--- config.mk ---
export PLATFORM = sky130hd
export DESIGN_NAME = rst_dist_ctrl
export DESIGN_NICKNAME = d
export VERILOG_FILES = /design/src/rtl/rst_dist_pkg.sv /design/src/rtl/rst_dist_sync.sv /design/src/rtl/rst_dist_tick.sv /design/src/rtl/rst_dist_hold.sv /design/src/rtl/rst_dist_pulse.sv /design/src/rtl/rst_dist_ctrl.sv
export SDC_FILE = /design/constraint.sdc
export NUM_CORES = 1
export LEC_CHECK = 0
export BUFFER_PORTS_ARGS = -buffer_cell sky130_fd_sc_hd__buf_2
export CAP_MARGIN = 0
export CORE_MARGIN = 1
export CORE_UTILIZATION = 45
export CTS_BUF_LIST = sky130_fd_sc_hd__clkbuf_16
export DETAILED_ROUTE_END_ITERATION = 8
export PLACE_DENSITY = 0.61
export SKIP_CTS_REPAIR_TIMING = 1
export SYNTH_ARGS = -nofsm -noshare
export SYNTH_HDL_FRONTEND = slang
export SYNTH_HIERARCHICAL = 1
export SYNTH_SLANG_ARGS = --single-unit
--- constraint.sdc ---
create_clock -name clk -period 3.6 [get_ports clk]
set_input_delay 0.18 -clock clk [delete_from_list [all_inputs] [get_ports clk]]
set_output_delay 0.18 -clock clk [all_outputs]
set_load 0.05 [all_outputs]
--- src/rtl/rst_dist_pkg.sv ---
package rst_dist_pkg;
  localparam int N_REQ   = 3;
  localparam int REQ_PCIE = 0;
  localparam int REQ_USB  = 1;
  localparam int REQ_ETH  = 2;

  typedef enum logic [1:0] {
    HOLD_NONE = 2'd0,
    HOLD_SOFT = 2'd1,
    HOLD_POR  = 2'd2
  } hold_cls_t;
endpackage

--- src/rtl/rst_dist_sync.sv ---
module rst_dist_sync #(
  parameter int WIDTH   = 1,
  parameter int STAGES  = 2,
  parameter logic [WIDTH-1:0] INIT = '0
) (
  input  logic             clk,
  input  logic             rst,
  input  logic [WIDTH-1:0] d,
  output logic [WIDTH-1:0] q
);
  logic [WIDTH-1:0] stage [STAGES];

  generate
    for (genvar s = 0; s < STAGES; s++) begin : g_stage
      if (s == 0) begin : g_first
        always_ff @(posedge clk) begin
          if (rst) stage[s] <= INIT;
          else     stage[s] <= d;
        end
      end else begin : g_next
        always_ff @(posedge clk) begin
          if (rst) stage[s] <= INIT;
          else     stage[s] <= stage[s-1];
        end
      end
    end
  endgenerate

  assign q = stage[STAGES-1];
endmodule

--- src/rtl/rst_dist_tick.sv ---
module rst_dist_tick #(
  parameter int DIV = 1000
) (
  input  logic clk,
  input  logic rst,
  output logic tick
);
  localparam int CW = (DIV > 1) ? $clog2(DIV) : 1;
  localparam logic [CW-1:0] LAST = CW'(DIV - 1);

  logic [CW-1:0] cnt;

  always_ff @(posedge clk) begin
    if (rst) begin
      cnt  <= '0;
      tick <= 1'b0;
    end else if (cnt == LAST) begin
      cnt  <= '0;
      tick <= 1'b1;
    end else begin
      cnt  <= cnt + 1'b1;
      tick <= 1'b0;
    end
  end
endmodule

--- src/rtl/rst_dist_hold.sv ---
module rst_dist_hold
  import rst_dist_pkg::*;
#(
  parameter int SHORT_TICKS = 1000,
  parameter int LONG_TICKS  = 3000
) (
  input  logic clk,
  input  logic rst,
  input  logic tick,
  input  logic pressed,
  input  logic ready,
  output logic soft_fire,
  output logic por_fire
);
  localparam int HW = $clog2(LONG_TICKS + 1);
  localparam logic [HW-1:0] SAT   = HW'(LONG_TICKS);
  localparam logic [HW-1:0] SHORT = HW'(SHORT_TICKS);

  logic [HW-1:0] held;
  logic          pressed_q;
  logic          release_ev;
  hold_cls_t     cls;

  assign release_ev = pressed_q && !pressed;

  always_comb begin
    if (held >= SAT)        cls = HOLD_POR;
    else if (held >= SHORT) cls = HOLD_SOFT;
    else                    cls = HOLD_NONE;
  end

  always_ff @(posedge clk) begin
    if (rst) begin
      held      <= '0;
      pressed_q <= 1'b0;
      soft_fire <= 1'b0;
      por_fire  <= 1'b0;
    end else begin
      pressed_q <= pressed;
      soft_fire <= 1'b0;
      por_fire  <= 1'b0;
      if (!pressed) begin
        held <= '0;
      end else if (tick && held != SAT) begin
        held <= held + 1'b1;
      end
      if (release_ev && ready) begin
        soft_fire <= (cls == HOLD_SOFT);
        por_fire  <= (cls == HOLD_POR);
      end
    end
  end
endmodule

--- src/rtl/rst_dist_pulse.sv ---
module rst_dist_pulse #(
  parameter int LEN = 16
) (
  input  logic clk,
  input  logic rst,
  input  logic fire,
  output logic active
);
  localparam int PW = $clog2(LEN + 1);

  logic [PW-1:0] remain;

  always_ff @(posedge clk) begin
    if (rst)                remain <= '0;
    else if (fire)          remain <= PW'(LEN);
    else if (remain != '0)  remain <= remain - 1'b1;
  end

  assign active = (remain != '0);
endmodule

--- src/rtl/rst_dist_ctrl.sv ---
module rst_dist_ctrl
  import rst_dist_pkg::*;
#(
  parameter int CLK_HZ       = 24_000_000,
  parameter int TICK_HZ      = 1000,
  parameter int SHORT_MS     = 1000,
  parameter int LONG_MS      = 3000,
  parameter int PULSE_CYCLES = 16,
  parameter int SYNC_STAGES  = 2
) (
  input  logic             clk,
  input  logic             rst,
  input  logic             btn_n,
  input  logic             pwr_ready,
  input  logic             rst_ready,
  input  logic [N_REQ-1:0] sw_rst_req,
  output logic             ps_srst_n,
  output logic             ps_por_n,
  output logic             pcie_rst_n,
  output logic             usb_phy_rst_n,
  output logic             usb_hub_rst_n,
  output logic             eth_rst_n,
  output logic             pll_rst_n,
  output logic             i2c_rst_n,
  output logic             fan_en,
  output logic             dp_en
);
  localparam int TICK_DIV    = CLK_HZ / TICK_HZ;
  localparam int SHORT_TICKS = SHORT_MS * TICK_HZ / 1000;
  localparam int LONG_TICKS  = LONG_MS * TICK_HZ / 1000;
  localparam int SW          = N_REQ + 3;

  logic [SW-1:0]    raw_in, syn_in;
  logic             btn_s, pwr_s, rdy_s;
  logic [N_REQ-1:0] req_s;
  logic             tick;
  logic             soft_fire, por_fire;
  logic             soft_act, por_act;
  logic [N_REQ-1:0] periph_hold;

  assign raw_in = {btn_n, rst_ready, pwr_ready, sw_rst_req};

  rst_dist_sync #(
    .WIDTH  (SW),
    .STAGES (SYNC_STAGES),
    .INIT   ({1'b1, {(SW-1){1'b0}}})
  ) i_sync (
    .clk (clk),
    .rst (rst),
    .d   (raw_in),
    .q   (syn_in)
  );

  assign btn_s = syn_in[SW-1];
  assign rdy_s = syn_in[SW-2];
  assign pwr_s = syn_in[SW-3];
  assign req_s = syn_in[N_REQ-1:0];

  rst_dist_tick #(.DIV(TICK_DIV)) i_tick (
    .clk  (clk),
    .rst  (rst),
    .tick (tick)
  );

  rst_dist_hold #(
    .SHORT_TICKS (SHORT_TICKS),
    .LONG_TICKS  (LONG_TICKS)
  ) i_hold (
    .clk       (clk),
    .rst       (rst),
    .tick      (tick),
    .pressed   (!btn_s),
    .ready     (rdy_s),
    .soft_fire (soft_fire),
    .por_fire  (por_fire)
  );

  rst_dist_pulse #(.LEN(PULSE_CYCLES)) i_soft_pulse (
    .clk    (clk),
    .rst    (rst),
    .fire   (soft_fire),
    .active (soft_act)
  );

  rst_dist_pulse #(.LEN(PULSE_CYCLES)) i_por_pulse (
    .clk    (clk),
    .rst    (rst),
    .fire   (por_fire),
    .active (por_act)
  );

  generate
    for (genvar p = 0; p < N_REQ; p++) begin : g_periph
      assign periph_hold[p] = !pwr_s || req_s[p];
    end
  endgenerate

  always_ff @(posedge clk) begin
    if (rst) begin
      ps_srst_n     <= 1'b0;
      ps_por_n      <= 1'b0;
      pcie_rst_n    <= 1'b0;
      usb_phy_rst_n <= 1'b0;
      usb_hub_rst_n <= 1'b0;
      eth_rst_n     <= 1'b0;
      pll_rst_n     <= 1'b0;
      i2c_rst_n     <= 1'b0;
      fan_en        <= 1'b0;
      dp_en         <= 1'b0;
    end else begin
      ps_srst_n     <= !soft_act;
      ps_por_n      <= !por_act;
      pcie_rst_n    <= !periph_hold[REQ_PCIE];
      usb_phy_rst_n <= !periph_hold[REQ_USB];
      usb_hub_rst_n <= !periph_hold[REQ_USB];
      eth_rst_n     <= !periph_hold[REQ_ETH];
      pll_rst_n     <= pwr_s;
      i2c_rst_n     <= pwr_s;
      fan_en        <= pwr_s;
      dp_en         <= pwr_s;
    end
  end
endmodule

## Word-level counts from Yosys, hierarchy flattened

Memory sizes are Yosys's and may differ from the RTL's.
Cells that the tools add are included.

- Register bits: 47
- Memory bits (writable): 12
- Input bits: 8
- Output and inout port bits: 10
- Memories kept: 1

- $add $sub $neg: 4
- $lt $le $gt $ge: 2
- Equal/unequal tests: 4
- Mux-type cells: 12
- Bitwise operators: 3
- Reduce and logical (&&, ||, !) cells: 22

Memory list:

| name | depth | width | rd ports | clocked after memory_dff | write ports | RTL line | text |
|---|---|---|---|---|---|---|---|
| i_sync.stage | 2 | 6 | 2 | 0 | 2 | rst_dist_sync.sv:11 | `logic [WIDTH-1:0] stage [STAGES];` |

Operators with widths:

| operator | number |
|---|---|
| $mux 5 | 4 |
| $add 15x1->15 const B | 1 |
| $eq 15x15->1 const B | 1 |
| $add 12x1->12 const B | 1 |
| $ge 12x10->1 const B | 1 |
| $ge 12x12->1 const B | 1 |
| $mux 6 | 2 |
| $ne 12x12->1 const B | 1 |
| $reduce_bool 5->1 | 2 |
| $reduce_or 2->1 | 5 |
| $sub 5x1->5 const B | 2 |
| $logic_not 1->1 | 7 |
| $mux 1 | 5 |
| $reduce_bool 2->1 | 2 |
| $logic_and 1x1->1 | 3 |
| $logic_or 1x1->1 | 3 |
| $eq 2x1->1 const B | 1 |
| $eq 2x2->1 const B | 1 |
| $mux 2 | 1 |
| $or 1x1->1 | 2 |
| $not 1->1 | 1 |

## Depth between registers and ports, before layout

An unclocked memory read counts as a cell.

- Depth in word-level cells: 5
- Gate-level depth with buffers: 6

## Modules after synthesis

Netlist, hierarchy kept.

By module, submodules not included:

| module | times used | cells an instance | area each (um2) | seq. area each (um2) |
|---|---|---|---|---|
| rst_dist_hold | 1 | 85 | 764.5 | 300.3 |
| rst_dist_tick | 1 | 77 | 758.2 | 320.3 |
| rst_dist_pulse | 2 | 24 | 222.7 | 100.1 |
| rst_dist_sync | 1 | 25 | 326.6 | 240.2 |
| rst_dist_ctrl | 1 | 17 | 205.2 | 120.1 |

## Worst setup path before layout

Ideal clock, no wire load.

- Kind: register to register
- Start: register i_por_pulse.remain[0]
- End: register i_por_pulse.remain[1]
- Data arrival time: 1.425 ns
- Setup slack: 2.072 ns
- Stages on the path, launching flop included: 6
- Buffers on the path: 1
- Clock period less this slack: 1.528 ns
- Cell sequence: dfxtp_1 > inv_1 > ha_1 > or4b_1 > clkbuf_2 > a2111oi_2

- Word-level cells in the longest chain between the ends: 1

Ends and longest elaborated chain:

| element | RTL line | text |
|---|---|---|
| start, declared | rst_dist_pulse.sv:11 | `logic [PW-1:0] remain;` |
| start signal, assigned | rst_dist_pulse.sv:15 | `else if (fire) remain <= PW'(LEN);` |
| start signal, assigned | rst_dist_pulse.sv:16 | `else if (remain != '0) remain <= remain - 1'b1;` |
| $reduce_bool 5->1 | -- |  |
| net por_act | rst_dist_ctrl.sv:38 | `logic soft_act, por_act;` |

The timed path passes the listed nets, and every way through them passes these cells.
A chain may end at the register's enable or synchronous reset.

## Final worst setup path

Ends and elaborated chain as after synthesis.

==> out/qor.txt <==
SYNTHESIS
----------------------------------------------------------------------------------------
Average size of a mapped cell                                                   9.92 um2
Mapped cell area                                                                2500 um2
Share of flip-flops with an asynchronous set or reset                                 0%
Share of the yosys chip area belonging to registers                                47.2%
Main flop type after synthesis                                              sky130_fd_sc_hd__dfxtp_1
Register bit count reported by yosys                                                  59
Cell variety after synth                                                              50
Post-Syn Nets                                                                        265
Post-synth EDFFs                                                                       0
Number of warning messages in the yosys log                                            6
Gate Count Post-Synth                                                                252

WORST HOLD PATH
----------------------------------------------------------------------------------------
Hold crit path type                                                            in -> reg
Hold path startpoint                                                               btn_n
Worst Hold Path Cells                                                                  2

WORST SETUP PATH
----------------------------------------------------------------------------------------
FF-to-FF path depth                                                                    4
Required time of the critical path                                               3.81 ns
Critical register-to-register path startpoint                               i_por_pulse/remain[0]
Setup crit start                                                            i_por_pulse/remain[0]
Cells along the critical path                                               inv_1 > ha_1 > or4b_1 > a2111oi_2
Setup Crit Path Kind                                                          reg -> reg
Startpoint class of the critical path                                               flop
Arrival time of data at the critical path endpoint                               1.83 ns
Largest fanout on the critical path                                                    5
Slowest CP cell                                                             sky130_fd_sc_hd__or4b_1
Sort of element at the end of the critical path                                     flop
Longest individual stage delay on the worst path                                 0.56 ns

STA
----------------------------------------------------------------------------------------
Post-route worst setup slack                                                     1.98 ns
Max-slew headroom                                                                  63.3%
Final hold vios                                                                        0
# setup viols final                                                                    0
Slew at the pin with the worst max-slew slack                                   0.551 ns
Maximum achievable frequency                                                   0.618 GHz
Final worst-path cycle share                                                       45.0%
Post-route clock skew                                                         0.00598 ns
Post-Route Setup TNS                                                                0 ns
RSZ-0062 raised after global routing                                               false
Shortest clock period the worst path allows after layout                         1.62 ns
Pins over their slew limit                                                             0

CTS
----------------------------------------------------------------------------------------
Num CTS Buffers                                                                        9
Number of H-tree levels                                                                3
Clock tree from TritonCTS                                                            yes
Clock-pin slew of the registers on the worst-case setup and hold paths           0.05 ns
Source-to-sink clock delay at the later pin of the worst-skew pair               0.31 ns
Clock tree root driver cell                                                 sky130_fd_sc_hd__clkbuf_16
Number of buffers on the longest clock path                                            2
Number of sinks on the clock net                                                      59

DRT
----------------------------------------------------------------------------------------
Violation count after the first detailed-route iteration                              57
Antenna-violating nets left                                                            0
Total vias in the final route                                                      1,697
DRC errors left                                                                        0
Via-to-Cell Ratio                                                                   4.96
Number of search-and-repair iterations in the first detailed-routing pass              5
Wire length after detailed routing                                               3840 um
Average detailed-routed wire length per instance                                 11.2 um

FINISH
----------------------------------------------------------------------------------------
Reg area                                                                        1180 um2
Area of the multi-input gates                                                   1150 um2
Fin nets                                                                             280
Area Overhead vs Synth                                                             13.5%
Finished Cell Area                                                              2840 um2
Diode insertion count for antenna repair                                               0
Proportion of layout cells with a drive suffix above 1                             20.6%
Fill count                                                                           479
Share of the core filled with cells                                                54.2%

GRT
----------------------------------------------------------------------------------------
Vias in the first global route                                                     1,625
Global Route met1 Usage                                                            17.5%
Initial antenna violation count                                                        0
Global route overflow                                                                  0
Global routing usage on met3                                                       5.39%
Met2 routing resource usage after global routing                                   24.5%
Global routing's busiest layer                                                      met2
Global-route wire length before repair                                           7020 um
Maximum number of pins on one net before global-route repair                          31
Global-route usage over all layers                                                 15.3%

STATUS
----------------------------------------------------------------------------------------
Outcome                                                                     finished, final reports clean

PLACE
----------------------------------------------------------------------------------------
Worst slack at placement                                                         2.00 ns
Total cell area at the placement stage                                          2550 um2
Number of I/O port buffers                                                            17
Routability congestion estimate                                                    0.754
Detailed placement HPWL                                                          2600 um

DIE
----------------------------------------------------------------------------------------
Total die area                                                                  5860 um2
Starting Density                                                                   47.7%
Area of the core                                                                5240 um2
Number of placed I/O pins                                                             18
Die Wd                                                                           76.5 um
Site row count                                                                        26
Height of the die                                                                76.5 um

POWER
----------------------------------------------------------------------------------------
Worst supply voltage drop on vdd                                                0.377 mV
Overall power consumption                                                      0.00187 W
Standby leakage power                                                            1.08 nW
Power density of the placed cells                                             658 nW/um2

FLOW RUN
----------------------------------------------------------------------------------------
Max cap viols                                                                          0

## metal layers
| layer | vias to the layer above | routed length (um) |
|---|---|---|
| li1 | 899 | - |
| met1 | 772 | 1860 |
| met2 | 21 | 1800 |
| met3 | 5 | 143 |
| met4 | 0 | 38 |
| met5 | - | 0 |
## critical path: cells and delay by family, from the launching register on
| family | cells | cell delay, ns |
|---|---|---|
| AO/OA/AOI/OAI | 1 | 0.38 |
| adder cells (fa/ha/maj) | 1 | 0.18 |
| buffers and inverters | 1 | 0.06 |
| flip-flops | 1 | 0.33 |
| AND/OR/NAND/NOR | 1 | 0.56 |
## through the flow
step,hold slack [ns],cells
after global routing,0.0401,342
after CTS,0.0285,342
final,0.0419,342
after floorplan,0.247,252
after global placement,0.364,326
after detailed placement,0.360,326
## sequential cells by signal, indices dropped and copies added, names as in the netlist, 5 cells and up
signal,cells
i_hold/held,12
i_sync/stage,12
i_por_pulse/remain,5
i_tick/cnt,15
i_soft_pulse/remain,5
## cells in the mapped netlist (4+ instances only)
master                    count  area [um2]
sky130_fd_sc_hd__a21oi_1      7        35.0
sky130_fd_sc_hd__and3_1       5        31.3
sky130_fd_sc_hd__nor3_1       4        20.0
sky130_fd_sc_hd__nor2_1      24        90.1
sky130_fd_sc_hd__nor2b_1     11        68.8
sky130_fd_sc_hd__buf_6        5        56.3
sky130_fd_sc_hd__nand4_1     12        75.1
sky130_fd_sc_hd__nand2_1     15        56.3
sky130_fd_sc_hd__buf_4        4        30.0
sky130_fd_sc_hd__dfxtp_1     59        1180
sky130_fd_sc_hd__nand3_1      6        30.0
sky130_fd_sc_hd__nor4_1       4        25.0
sky130_fd_sc_hd__xor2_1      11        96.3
sky130_fd_sc_hd__ha_1         5        62.6
sky130_fd_sc_hd__xnor2_1     11        96.3
sky130_fd_sc_hd__nor2_2       9        56.3
sky130_fd_sc_hd__inv_1       11        41.3
## layout make-up
class / instances / share of cell area (%)
Sequential cell: 59 / 41.6
Multi-Input combinational cell: 168 / 40.7
Clock buffer: 9 / 7.94
Tap cell: 70 / 3.09
Timing Repair Buffer: 17 / 3.00
Clock inverter: 7 / 2.12
Inverter: 12 / 1.59
## logic make-up after synthesis
kind of cell | share of synthesized area [%]
buffers and inverters | 6.61
AOI/OAI and AO/OA | 6.46
xor gates and xnor gates | 7.71
DFF | 47.2
adders and majority gates | 2.50
and+or+nand+nor | 27.8
muxes | 1.65
## final timing paths
path                                         endpoint  slack, ns
worst max-delay path            i_por_pulse/remain[1]       1.98
worst min-delay path               i_sync/stage[0][5]       0.04
worst max register to register  i_por_pulse/remain[1]       1.98
worst min register to register          usb_hub_rst_n       0.40
## report_power, final
part	internal [W]	switching [W]	leakage [nW]	total (W)
clock	0.000525	0.000272	0.144	0.000797
sequential	0.000716	0.0000431	0.481	0.000759
combinational	0.000147	0.000165	0.456	0.000312
## placed cells by master (no fill, tap or decap), types with 2 or more instances in the layout
master	netlist	routed
sky130_fd_sc_hd__dfxtp_1	59	59
sky130_fd_sc_hd__nor2_1	24	24
sky130_fd_sc_hd__buf_2	0	17
sky130_fd_sc_hd__nand2_1	15	15
sky130_fd_sc_hd__inv_1	11	12
sky130_fd_sc_hd__nand4_1	12	12
sky130_fd_sc_hd__nor2b_1	11	11
sky130_fd_sc_hd__xor2_1	11	11
sky130_fd_sc_hd__xnor2_1	11	11
sky130_fd_sc_hd__clkbuf_16	0	9
sky130_fd_sc_hd__nor2_2	9	9
sky130_fd_sc_hd__a21oi_1	7	7
sky130_fd_sc_hd__nand3_1	6	6
sky130_fd_sc_hd__and3_1	5	5
sky130_fd_sc_hd__ha_1	5	5
sky130_fd_sc_hd__nor4_1	4	4
sky130_fd_sc_hd__nor3_1	4	4
sky130_fd_sc_hd__nor3b_2	3	3
sky130_fd_sc_hd__clkinv_2	0	3
sky130_fd_sc_hd__o31ai_1	3	3
sky130_fd_sc_hd__or4_1	3	3
sky130_fd_sc_hd__mux2i_1	3	3
sky130_fd_sc_hd__o21ai_0	2	2
sky130_fd_sc_hd__or3_1	2	2
sky130_fd_sc_hd__or4b_1	2	2
sky130_fd_sc_hd__or3b_2	2	2
sky130_fd_sc_hd__a2111oi_2	2	2
sky130_fd_sc_hd__or2_1	2	2
sky130_fd_sc_hd__and4_1	2	2
No activity file was read; power rests on OpenSTA's default activity.
